`config.mk`:
```
export PLATFORM = sky130hd
export DESIGN_NAME = gpio_edge_irq
export DESIGN_NICKNAME = d
export VERILOG_FILES = /design/src/rtl/gpio_edge_irq.sv
export SDC_FILE = /design/constraint.sdc
export NUM_CORES = 1
export LEC_CHECK = 0
export ABC_CLOCK_PERIOD_IN_PS = 1250
export BUFFER_PORTS_ARGS = -buffer_cell sky130_fd_sc_hd__buf_2
export CAP_MARGIN = 20
export CELL_PAD_IN_SITES_DETAIL_PLACEMENT = 1
export CELL_PAD_IN_SITES_GLOBAL_PLACEMENT = 1
export CORE_ASPECT_RATIO = 0.75
export CORE_MARGIN = 2
export CORE_UTILIZATION = 41
export DETAILED_ROUTE_END_ITERATION = 6
export GPL_ROUTABILITY_DRIVEN = 1
export PLACE_DENSITY = 0.76
export SLEW_MARGIN = 20
export SYNTH_ARGS = -nofsm -noshare
export SYNTH_HDL_FRONTEND = slang
export SYNTH_SLANG_ARGS = --single-unit
```
`constraint.sdc`:
```
create_clock -name clk -period 1.25 [get_ports clk]
set_input_delay 0.25 -clock clk [delete_from_list [all_inputs] [get_ports clk]]
set_output_delay 0.25 -clock clk [all_outputs]
set_load 0.03 [all_outputs]
```
`src/rtl/gpio_edge_irq.sv`:
```
module gpio_edge_irq #(
  parameter int NPINS = 32,
  parameter int GRP   = 8
) (
  input  logic             clk,
  input  logic             rst_n,
  input  logic             clk_en,
  input  logic [NPINS-1:0] pins_in,
  input  logic             wr_en,
  input  logic [2:0]       wr_addr,
  input  logic [NPINS-1:0] wr_data,
  input  logic [2:0]       rd_addr,
  output logic [NPINS-1:0] rd_data,
  output logic [NPINS/GRP-1:0] irq
);
  localparam int NGRP = NPINS / GRP;
  localparam logic [2:0] A_EN = 3'd0, A_M0 = 3'd1, A_M1 = 3'd2,
                         A_GF = 3'd3, A_FLAG = 3'd4, A_PIN = 3'd5;

  logic [NPINS-1:0] en_q, m0_q, m1_q, gf_q, flags_q;
  logic [NPINS-1:0] samp_q, s1_q, fo_q, prev_q;
  logic [NPINS-1:0] level, rise, fall, sel_r, sel_f, sel_a, ev, clr;

  assign level = (gf_q & fo_q) | (~gf_q & samp_q);
  assign rise  = level & ~prev_q;
  assign fall  = ~level & prev_q;
  assign sel_r = ~m1_q & m0_q;
  assign sel_f = m1_q & ~m0_q;
  assign sel_a = ~(sel_r | sel_f);
  assign ev    = ((rise & (sel_r | sel_a)) | (fall & (sel_f | sel_a)))
                 & en_q & {NPINS{clk_en}};
  assign clr   = (wr_en && wr_addr == A_FLAG) ? wr_data : '0;

  always_ff @(posedge clk) begin
    if (!rst_n) begin
      en_q <= '0; m0_q <= '0; m1_q <= '0; gf_q <= '0; flags_q <= '0;
      samp_q <= '0; s1_q <= '0; fo_q <= '0; prev_q <= '0;
    end else begin
      samp_q  <= pins_in;
      s1_q    <= samp_q;
      fo_q    <= (~(samp_q ^ s1_q) & s1_q) | ((samp_q ^ s1_q) & fo_q);
      prev_q  <= level;
      flags_q <= (flags_q & ~clr) | ev;
      if (wr_en) begin
        case (wr_addr)
          A_EN:    en_q <= wr_data;
          A_M0:    m0_q <= wr_data;
          A_M1:    m1_q <= wr_data;
          A_GF:    gf_q <= wr_data;
          default: ;
        endcase
      end
    end
  end

  always_comb begin
    case (rd_addr)
      A_EN:    rd_data = en_q;
      A_M0:    rd_data = m0_q;
      A_M1:    rd_data = m1_q;
      A_GF:    rd_data = gf_q;
      A_FLAG:  rd_data = flags_q;
      A_PIN:   rd_data = samp_q;
      default: rd_data = '0;
    endcase
  end

  for (genvar g = 0; g < NGRP; g++) begin : g_irq
    assign irq[g] = |(flags_q[g*GRP +: GRP] & en_q[g*GRP +: GRP]);
  end

  // no flag bit rises while the module enable is low
  a_r10_no_event_gated: assert property (@(posedge clk) disable iff (!rst_n)
    !clk_en |=> ((flags_q & ~$past(flags_q)) == '0));

  // a disabled pin never sets its flag
  a_r5_disabled_quiet: assert property (@(posedge clk) disable iff (!rst_n)
    (en_q != '1) |=> ((flags_q & ~$past(flags_q) & ~$past(en_q)) == '0));

  // a set flag only drops where a clear bit was written
  a_r6_sticky: assert property (@(posedge clk) disable iff (!rst_n)
    (flags_q != '0) |=> (($past(flags_q) & ~$past(clr) & ~flags_q) == '0));

  // no flags means no interrupt request
  a_r7_irq_needs_flag: assert property (@(posedge clk) disable iff (!rst_n)
    (flags_q == '0) |-> (irq == '0));
endmodule

```
==> results of run 1 <==
==> where the power goes <==
part           switching [W]  internal, W
clock network        0.00386      0.00519
registers           0.000215      0.00943
logic                0.00132      0.00118
==> synthesized netlist by cell type, drive strengths merged <==
master	n
mux2i	71
a21boi	160
nand3	33
o22ai	10
nand2b	34
nand3b	2
inv	1
mux2	22
nand4	4
a21oi	21
buf	57
nand2	366
and2	69
nor3	32
or2	1
a22oi	43
clkbuf	36
nor4bb	1
o221ai	16
and3b	2
a31oi	32
dfxtp	288
and3	1
mux4	1
nor2b	69
o21ai	64
nor2	24
a211oi	6
==> repair_timing <==
action                                 CTS  global route
pin swaps                               52            20
setup buffers                           13             7
hold buffers                            64             0
cloned                                   0             0
setup endpoints to repair               38            58
endpoints found under the hold margin  150             0
gates resized for setup                201            85
==> area by class of cell <==
type	instances	area share (%)
Clock buffer	49	5.33
Clock inverter	2	0.0553
Inverter	1	0.0208
Multi-Input combinational cell	1084	40.9
Sequential cell	288	32.5
Tap cell	399	2.76
Timing Repair Buffer	376	18.4
==> cells by family (layout without fill, tap and decap cells) <==
group,after synthesis,count (layout)
flip-flops,288,288
AO/OA/AOI/OAI,352,352
buffers and inverters,94,428
AND/OR/NAND/NOR,638,638
multiplexers,94,94
==> placed cells by master (no fill, tap or decap), drive strengths merged, types with 10 or more instances in the layout <==
cell,n
nand2,366
nor2,24
a21oi,21
a21boi,160
and2,69
a31oi,32
nor3,32
mux2i,71
a22oi,43
o21ai,64
nand3,33
dlygate4sd3,64
nor2b,69
buf,312
o221ai,16
mux2,22
nand2b,34
dfxtp,288
o22ai,10
clkbuf,49
==> worst min-delay path by stage <==
| stage | startpoint | end | depth (start not counted) |
|---|---|---|---|
| after global routing | rst_n | samp_q[13] | 3 |
| final | rst_n | samp_q[13] | 3 |
| after floorplan | pins_in[0] | samp_q[0] | 1 |
| after global placement | s1_q[6] | register | 2 |
| after CTS | rst_n | samp_q[13] | 3 |
| after detailed placement | pins_in[21] | samp_q[21] | 2 |
==> tightest hold or removal path, stage by stage <==
cell and delay, ns:
buf_6 0.10, buf_12 0.16, and2_1 0.13
==> per-stage QoR <==
step,setup slack (ns),power (W),setup TNS (ns),hold WS (ns),cell area (um^2)
6_report,-0.655,0.0212,-19.90,0.0943,18100
5_1_grt,-0.680,0.0218,-21.95,0.103,18100
4_1_cts,-0.674,0.0211,-20.16,0.0839,17700
3_5_place_dp,-0.532,0.0119,-32.05,0.462,15400
3_3_place_gp,-0.531,0.0118,-23.74,0.444,15400
2_1_floorplan,-0.147,0.0109,-3.64,0.377,13300
==> layer usage <==
| layer | vias to the layer above | track usage, % | wire length [um] | share of wire, % |
|---|---|---|---|---|
| met5 | - | 0 | 0 | 0 |
| met4 | 0 | 10.7 | 1710 | 3.5 |
| met3 | 124 | 4.19 | 2140 | 4.4 |
| met2 | 352 | 51.7 | 23700 | 49 |
| met1 | 6190 | 35.4 | 20600 | 43 |
| li1 | 5653 | - | - | - |
==> metrics.md, run 1 <==
| Metric | Value |
|---|---|
| 1st-pass router iterations | 5 |
| Post-DP HPWL | 29500 um |
| GRT Overall Usage | just under 30% |
| H-tree depth | 1 |
| Post-Layout Cell Count | 2199 |
| Simple-gate share of the synthesized area | about a quarter |
| Clk pin slew, worst setup/hold paths | 0.06 ns |
| Setup ws final | -0.655 ns |
| Multi-input gate area | 7400 um^2 |
| Startpoint class of the critical path | register |
| Root Driver | clkbuf_16 |
| Initial Util | 41.9% |
| Worst Reg2Reg Path Length in Cells | 5 |
| Cell Area, Synth | 12800 um^2 |
| Violated checks | setup timing |
| Critical path launch point | samp_q[13] |
| Clock latency on the worst-skew pair | 0.58 ns |
| First-pass GRT wire length | 74000 um |
| Max Root-Sink Buffers | 3 |
| Sequential fraction of the synthesis area | 45.2% |
| Layout Nets | 1855 |
| Synth Area in Adders | 0% |
| RR Startpoint | gf_q[22] |
| ANT cells | 0 |
| Wire per inst | 21.9 um |
| Slew Limit Fails | 0 |
| Vias in the first global route | roughly 13000 |
| Cell area power density | approximately 1200 nW/um^2 |
| RSZ-0062 raised after global routing | true |
| Cell variety after synth | 41 |
| Max Clk Rate | 525 MHz |
| Avg Vias per Cell | 5.60 |
| Delay-heaviest family, CP | flip-flops |
| Register area | 5890 um^2 |
| I/O pin total | 110 |
| CTS tree | done |
| Die ar. | 32600 um^2 |
| CP bufs+invs | 1 |
| Routed wire length | 48200 um |
| Hold Vio Cnt, Final | 0 |
| Synth area leader | dfxtp_1 |
| Syn_area_per_cell | a little under 9 um^2 |
| CP max FO | 2 |
| FF+latch count, synth | 288 |
| Antenna Nets Post-Route | 0 |
| Post-Syn Instances | 1466 |
| Core Footprint | between 30000 and 40000 um^2 |
| Slowest CP cell | dfxtp_1 |
| Fin util | 59.5% |
| Placed cell count | 2065 |
| DR iter-0 viols | 792 |
| Worst path required time | 1.00 ns |
| Largest net degree at the start of global routing | 64 |
| Mux cell area share after synthesis | 7.69% |
| I/O Buffers | around 110 |
| Final Setup Violations | 38 |
| CP Cell Sequence | mux2_2 > a22oi_2 > o22ai_2 > buf_6 |
| FILL cells | 3376 |
| Num CTS Buffers | 30 |
| CP Capture Type | output port |
| Hold Path Class | primary input to register |
| Global placement routability congestion | 0.807 |
| Die width | 208 um |
| Crit path kind | register to output port |
| Syn_nets | 1540 |
| Row count | 55 |
| Yosys warning total | 0 |
| Leak Pwr | 6.66 nW |
| Post-Synth XOR/XNOR Area | 0% |
| Total grt overflow | 0 |
| Measured slew at the worst slew-check pin | 0.304 ns |
| Worst setup endpoint | rd_data[13] |
| Reg-to-Reg End | flags_q[22] |
| Max-cap violations | 0 |
| VDD IR-drop max | approximately 1 mV |
| Clk sinks | approximately 290 |
| Slew HR | around four fifths |
| WP depth | 4 |
| Compound-Gate Fraction of Synth Area | about a fifth |
| Final worst path period share | 152% |
| Share of cells above drive strength 1 | 34.6% |
| Crit path largest cell delay | about 0.33 ns |
| Die height | 157 um |
| Top post-synthesis cells by area | dfxtp_1 45%, nand2_1 11%, a21boi_1 5.6% |
| Clock skew | 0.0146 ns |
| CP arrival | 1.65 ns |
| Status | complete, but fails checks |
| Vias | 12319 |
| Synth-to-layout area growth | 41.8% |
| Yosys top cell area share | a little under half |
| Reg2reg setup slack | -0.03 ns |
| Initial antenna violation count | 0 |
| Main combinational cell family by area after synthesis | simple AND/OR/NAND/NOR gates |
| # DRC | 0 |
| Min cycle time layout | approximately 1.9 ns |
Note: power is estimated with default switching activity, not from simulation.
==> inputs of run 2 (changes only) <==
--- a/config.mk
+++ b/config.mk
@@ -7,15 +7,15 @@
 export LEC_CHECK = 0
 export ABC_CLOCK_PERIOD_IN_PS = 1250
 export BUFFER_PORTS_ARGS = -buffer_cell sky130_fd_sc_hd__buf_2
-export CAP_MARGIN = 20
+export CAP_MARGIN = 10
 export CELL_PAD_IN_SITES_DETAIL_PLACEMENT = 1
 export CELL_PAD_IN_SITES_GLOBAL_PLACEMENT = 1
 export CORE_ASPECT_RATIO = 0.75
 export CORE_MARGIN = 2
-export CORE_UTILIZATION = 41
+export CORE_UTILIZATION = 40
 export DETAILED_ROUTE_END_ITERATION = 6
 export GPL_ROUTABILITY_DRIVEN = 1
-export PLACE_DENSITY = 0.76
+export PLACE_DENSITY = 0.74
 export SLEW_MARGIN = 20
 export SYNTH_ARGS = -nofsm -noshare
 export SYNTH_HDL_FRONTEND = slang
==> metrics.md, run 2 (synthesis results as in run 1) <==
| Metric | Value |
|---|---|
| Violated checks | setup timing (unchanged) |
| Share of cells above drive strength 1 | 33.2% (was 34.6%) |
| Initial Util | 40.7% (was 41.9%) |
| CP Capture Type | output port (unchanged) |
| Slew Limit Fails | 0 (unchanged) |
| Largest net degree at the start of global routing | 54 (was 64) |
| Setup_tns | -19.26 ns (was -19.90 ns) |
| Placed cell count | 2050 (was 2065) |
| Antenna Nets Post-Route | 0 (unchanged) |
| Worst path required time | 1.00 ns (about the same) |
| VDD IR-drop max | 0.984 mV (was 1.00 mV) |
| Crit path kind | register to output port (unchanged) |
| H-tree depth | 1 (unchanged) |
| CP arrival | 1.73 ns (was 1.65 ns) |
| # DRC | 0 (unchanged) |
| Measured slew at the worst slew-check pin | 0.315 ns (was 0.304 ns) |
| Global placement routability congestion | 0.805 (was 0.807) |
| Critical path launch point | samp_q[3] (was samp_q[13]) |
| Startpoint class of the critical path | register (unchanged) |
| Cell area power density | 1210 nW/um^2 (was 1170 nW/um^2) |
| Max Root-Sink Buffers | 3 (unchanged) |
| Vias | 11842 (was 12319) |
| Die width | 210 um (was 208 um) |
| Final worst path period share | 158% (was 152%) |
| Root Driver | clkbuf_16 (unchanged) |
| RR Startpoint | gf_q[22] (unchanged) |
| Die ar. | 33400 um^2 (was 32600 um^2) |
| Clk sinks | 288 (unchanged) |
| Clock latency on the worst-skew pair | 0.57 ns (was 0.58 ns) |
| Status | complete, but fails checks (unchanged) |
| Layout Nets | 1832 (was 1855) |
| Max Clk Rate | 506 MHz (was 525 MHz) |
| Final Setup Violations | 36 (was 38) |
| Min cycle time layout | 1.98 ns (was 1.90 ns) |
| Most frequent cells in the layout | 362 x nand2_1, 207 x dfxtp_1, 151 x buf_4, 95 x a21boi_1, 78 x dfxtp_2 (was 362 x nand2_1, 203 x dfxtp_1, 169 x buf_4, 95 x a21boi_1, 79 x dfxtp_2) |
| Post-DP HPWL | 28500 um (was 29500 um) |
| I/O pin total | 110 (unchanged) |
| Total grt overflow | 0 (unchanged) |
| Clock skew | 0.0163 ns (was 0.0146 ns) |
| GRT Overall Usage | 26.5% (was 28.9%) |
| Num CTS Buffers | 30 (unchanged) |
| FILL cells | 3464 (was 3376) |
| RSZ-0062 raised after global routing | true (unchanged) |
| CP max FO | 2 (unchanged) |
| Row count | 56 (was 55) |
| DR iter-0 viols | 679 (was 792) |
| ANT cells | 0 (unchanged) |
| Post-Layout Cell Count | 2187 (was 2199) |
| Area after DPL | 15200 um^2 (was 15400 um^2) |
| Most common cell after layout, fill and taps aside | nand2_1 (unchanged) |
| CTS tree | done (unchanged) |
| 1st-pass router iterations | 5 (unchanged) |
| First-pass GRT wire length | 69000 um (was 74000 um) |
| Slew HR | 78.4% (was 79.2%) |
| HP Start | rst_n (unchanged) |
| Routed wire length | 44400 um (was 48200 um) |
| Core Footprint | 31300 um^2 (was 30400 um^2) |
| Initial antenna violation count | 0 (unchanged) |
| Avg Vias per Cell | 5.41 (was 5.60) |
| Fin area | 17900 um^2 (was 18100 um^2) |
| Wire per inst | 20.3 um (was 21.9 um) |
| Leak Pwr | 6.60 nW (was 6.66 nW) |
| Max-cap violations | 0 (unchanged) |
| Setup ws final | -0.728 ns (was -0.655 ns) |
| Vias in the first global route | 12393 (was 13420) |
| Synth-to-layout area growth | 40.0% (was 41.8%) |
| Hold Path Class | primary input to register (unchanged) |
| Hold Vio Cnt, Final | 0 (unchanged) |
| Clk pin slew, worst setup/hold paths | 0.06 ns (about the same) |
| Total power | 0.0216 W (was 0.0212 W) |
| Die height | 159 um (was 157 um) |
| I/O Buffers | 109 (unchanged) |
[run 2: power breakdown]
group | internal [W] | total, W | switching, W
logic | 0.00111 | 0.00235 | 0.00124
registers | 0.00943 | 0.00964 | 0.000208
clock network | 0.00577 | 0.00962 | 0.00385
total | 0.0163 | 0.0216 | 0.00531
[run 2: final cells by class]
cell class	count	area (um^2)	area share, %
clock buffers	45	938	5.26
clock inverters	10	130	0.729
inverters	1	3.75	0.0210
multi-input cells	1084	7310	41.0
flip-flops and latches	288	5870	32.9
well taps	406	508	2.84
repair buffers	353	3090	17.3
[run 2: metal layers]
| metal | part of all wire (%) | track usage, % | up-vias |
|---|---|---|---|
| li1 | - | - | 5614 |
| met1 | 44 | 33.9 | 5876 |
| met2 | 49 | 46.8 | 273 |
| met3 | 4.6 | 3.57 | 79 |
| met4 | 2.4 | 7.50 | 0 |
| met5 | 0 | 0 | - |
[run 2: worst paths after layout]
check,slack [ns],cells past startpoint,end
worst min register to register,0.47,2,register
worst min-delay path,0.11,3,prev_q[12]
worst max-delay path,-0.73,4,rd_data[3]
worst max register to register,0.02,5,flags_q[22]
[run 2: critical path, stage by stage, from the launching register on]
cell	delay, ns
dfxtp_2	0.33
mux4_2	0.49
inv_2	0.10
o22ai_4	0.09
buf_6	0.16
[run 2: repair_timing]
| item | 4_1_cts | 5_1_grt |
|---|---|---|
| hold buffers | 64 | 0 |
| setup buffers | 13 | 5 |
| setup endpoints to repair | 41 | 57 |
| endpoints found under the hold margin | 155 | 0 |
| gates resized for setup | 214 | 55 |
| pin swaps | 41 | 10 |
[run 2: through the flow]
stage	utilization, %	setup slack (ns)	hold WS (ns)
floorplan	-	-0.147	0.377
global placement	48.4	-0.487	0.442
detailed placement	48.4	-0.530	0.457
CTS	56.3	-0.738	0.104
global route	57.0	-0.750	0.118
finish	57.0	-0.728	0.112
==> inputs of run 3 (changes only) <==
--- a/config.mk
+++ b/config.mk
@@ -5,7 +5,7 @@
 export SDC_FILE = /design/constraint.sdc
 export NUM_CORES = 1
 export LEC_CHECK = 0
-export ABC_CLOCK_PERIOD_IN_PS = 1250
+export ABC_CLOCK_PERIOD_IN_PS = 2400
 export BUFFER_PORTS_ARGS = -buffer_cell sky130_fd_sc_hd__buf_2
 export CAP_MARGIN = 10
 export CELL_PAD_IN_SITES_DETAIL_PLACEMENT = 1
@@ -15,7 +15,7 @@
 export CORE_UTILIZATION = 40
 export DETAILED_ROUTE_END_ITERATION = 6
 export GPL_ROUTABILITY_DRIVEN = 1
-export PLACE_DENSITY = 0.74
+export PLACE_DENSITY = 0.71
 export SLEW_MARGIN = 20
 export SYNTH_ARGS = -nofsm -noshare
 export SYNTH_HDL_FRONTEND = slang
==> constraint.sdc (replaced) <==
create_clock -name clk -period 2.4 [get_ports clk]
set_input_delay 0.48 -clock clk [delete_from_list [all_inputs] [get_ports clk]]
set_output_delay 0.48 -clock clk [all_outputs]
set_load 0.03 [all_outputs]
==> metrics.md, run 3 (synthesis results as in run 1) <==
| Metric | Value |
|---|---|
| Reg2reg setup slack | 1.13 ns (was 0.02 ns) |
| Measured slew at the worst slew-check pin | 0.630 ns (was 0.315 ns) |
| Clk network pwr share | 44.1% (was 44.5%) |
| Clock skew | 0.00826 ns (was 0.0163 ns) |
| Cts-stage hold buffer count | 0 (was 64) |
| Hold Vio Cnt, Final | 0 (unchanged) |
| Postcts setup bufs | 0 (was 13) |
| GRT Overall Usage | 24.0% (was 26.5%) |
| CP Cell Sequence | buf_2 > buf_12 > nor2b_1 > buf_4 > a22oi_1 > o22ai_1 > buf_2 (was mux4_2 > inv_2 > o22ai_4 > buf_6) |
| Share of cells above drive strength 1 | 15.5% (was 33.2%) |
| H-tree depth | 1 (unchanged) |
| Fin util | 47.0% (was 57.0%) |
| CP max FO | 15 (was 2) |
| ANT cells | 0 (unchanged) |
| Root Driver | clkbuf_16 (unchanged) |
| Status | finished clean (was complete, but fails checks) |
| Avg Vias per Cell | 5.44 (was 5.41) |
| Crit path kind | primary input to output port (was register to output port) |
| # DRC | 0 (unchanged) |
| Worst path required time | 1.92 ns (was 1.00 ns) |
| I/O pin total | 110 (unchanged) |
| Slowest CP cell | buf_2 (was mux4_2) |
| Most used cell, CP | buf_2 |
| Delay-heaviest family, CP | buffers and inverters (was multiplexers) |
| CP arrival | 1.83 ns (was 1.73 ns) |
| Core Footprint | 31300 um^2 (unchanged) |
| Switching share of power | 24.6% (was 24.5%) |
| Crit path largest cell delay | 0.26 ns (was 0.49 ns) |
| RSZ-0062 raised after global routing | false (was true) |
| Final worst path period share | just under 100% |
| Slew Limit Fails | 0 (unchanged) |
| Most common cell after layout, fill and taps aside | nand2_1 (unchanged) |
| Wire per inst | 19.9 um (was 20.3 um) |
| CP Capture Type | output port (unchanged) |
| Startpoint class of the critical path | primary input (was register) |
| Routed wire length | 39500 um (was 44400 um) |
| Placed cell count | 1932 (was 2050) |
| Total grt overflow | 0 (unchanged) |
| Leak Pwr | 5.29 nW (was 6.60 nW) |
| Die ar. | 33400 um^2 (unchanged) |
| Synth-to-layout area growth | 15.3% (was 40.0%) |
| Die height | 159 um (unchanged) |
| Clock latency on the worst-skew pair | 0.57 ns (about the same) |
| Row count | 56 (unchanged) |
| VDD IR-drop max | 0.495 mV (was 0.984 mV) |
| DR iter-0 viols | 600 (was 679) |
| Total power | 0.0105 W (was 0.0216 W) |
| Die width | 210 um (unchanged) |
| I/O Buffers | 109 (unchanged) |
| Initial antenna violation count | 0 (unchanged) |
| Antenna Nets Post-Route | 0 (unchanged) |
| Num CTS Buffers | 30 (unchanged) |
| Max Clk Rate | 433 MHz |
| Combinational power share | 8.1% (was 10.9%) |
| 1st-pass router iterations | 5 (unchanged) |
| First-pass GRT wire length | 62800 um (was 69000 um) |
| Clk pin slew, worst setup/hold paths | 0.06 ns (about the same) |
| Max-cap violations | 0 (unchanged) |
| Most frequent cells in the layout | 366 x nand2_1, 288 x dfxtp_1, 107 x buf_2, 95 x a21boi_1, 71 x mux2i_1 (was 362 x nand2_1, 207 x dfxtp_1, 151 x buf_4, 95 x a21boi_1, 78 x dfxtp_2) |
| Slew HR | 58.0% (was 78.4%) |
| Max Root-Sink Buffers | 3 (unchanged) |
| Post-Layout Cell Count | 1985 (was 2187) |
| Internal | 0.00791 W (was 0.0163 W) |
| Net switching power | 0.00258 W (was 0.00531 W) |
| Min cycle time layout | 2.31 ns |
| CTS tree | done (unchanged) |
| Largest net degree at the start of global routing | 163 (was 54) |
| Fin area | 14700 um^2 (was 17900 um^2) |
| Clk sinks | 288 (unchanged) |
| Vias in the first global route | 11102 (was 12393) |
| Setup_tns | 0 ns (was -19.26 ns) |
| Part of the power in registers | 47.8% (was 44.6%) |
| Vias | 10791 (was 11842) |
| Post-DP HPWL | 25200 um (was 28500 um) |
| CP bufs+invs | 4 (was 2) |
| Global placement routability congestion | 0.789 (was 0.805) |
| Initial Util | 40.7% (unchanged) |
| PostCTS Resize Cnt | 0 (was 214) |
| Cell area power density | 713 nW/um^2 (was 1210 nW/um^2) |
| Layout Nets | 1632 (was 1832) |
| Final Setup Violations | 0 (was 36) |
| Area after DPL | 13700 um^2 (was 15200 um^2) |
| Hold Path Class | primary input to register (unchanged) |
[run 3: path summary, 6_finish.rpt]
kind                             startpoint          end  cells past startpoint
worst max-delay path             rd_addr[1]  rd_data[14]                      7
worst min register to register     s1_q[17]     register                      2
worst min-delay path            pins_in[13]   samp_q[13]                      2
worst max register to register      gf_q[1]   flags_q[1]                      4
[run 3: per-stage QoR]
| stage | hold slack [ns] | worst slack, ns |
|---|---|---|
| 3_3_place_gp | 0.444 | 0.129 |
| 2_1_floorplan | 0.440 | 0.301 |
| 6_report | 0.111 | 0.0925 |
| 4_1_cts | 0.0935 | 0.0612 |
| 3_5_place_dp | 0.461 | 0.118 |
| 5_1_grt | 0.100 | 0.0333 |
[run 3: layout make-up]
class	count	area, um^2
inverters	1	3.75
flip-flops and latches	288	5770
fillers	3625	16600
multi-input cells	1084	6420
well taps	406	508
clock inverters	10	75.1
repair buffers	153	1050
clock buffers	43	891
[run 3: power by group through the flow]
stage,logic [W],clock network (W),registers (W)
after global routing,0.000924,0.00493,0.00504
after CTS,0.000855,0.00471,0.00502
after floorplan,0.000528,0,0.00508
after global placement,0.000831,0,0.00512
after detailed placement,0.000850,0,0.00512
final,0.000848,0.00463,0.00502
[run 3: metal layers]
layer / global-route usage, % / routed length, um / up-vias
li1: - / - / 5200
met1: 32.3 / 19000 / 5360
met2: 40.8 / 18200 / 173
met3: 3.45 / 1500 / 58
met4: 5.88 / 803 / 0
met5: 0 / 0 / -
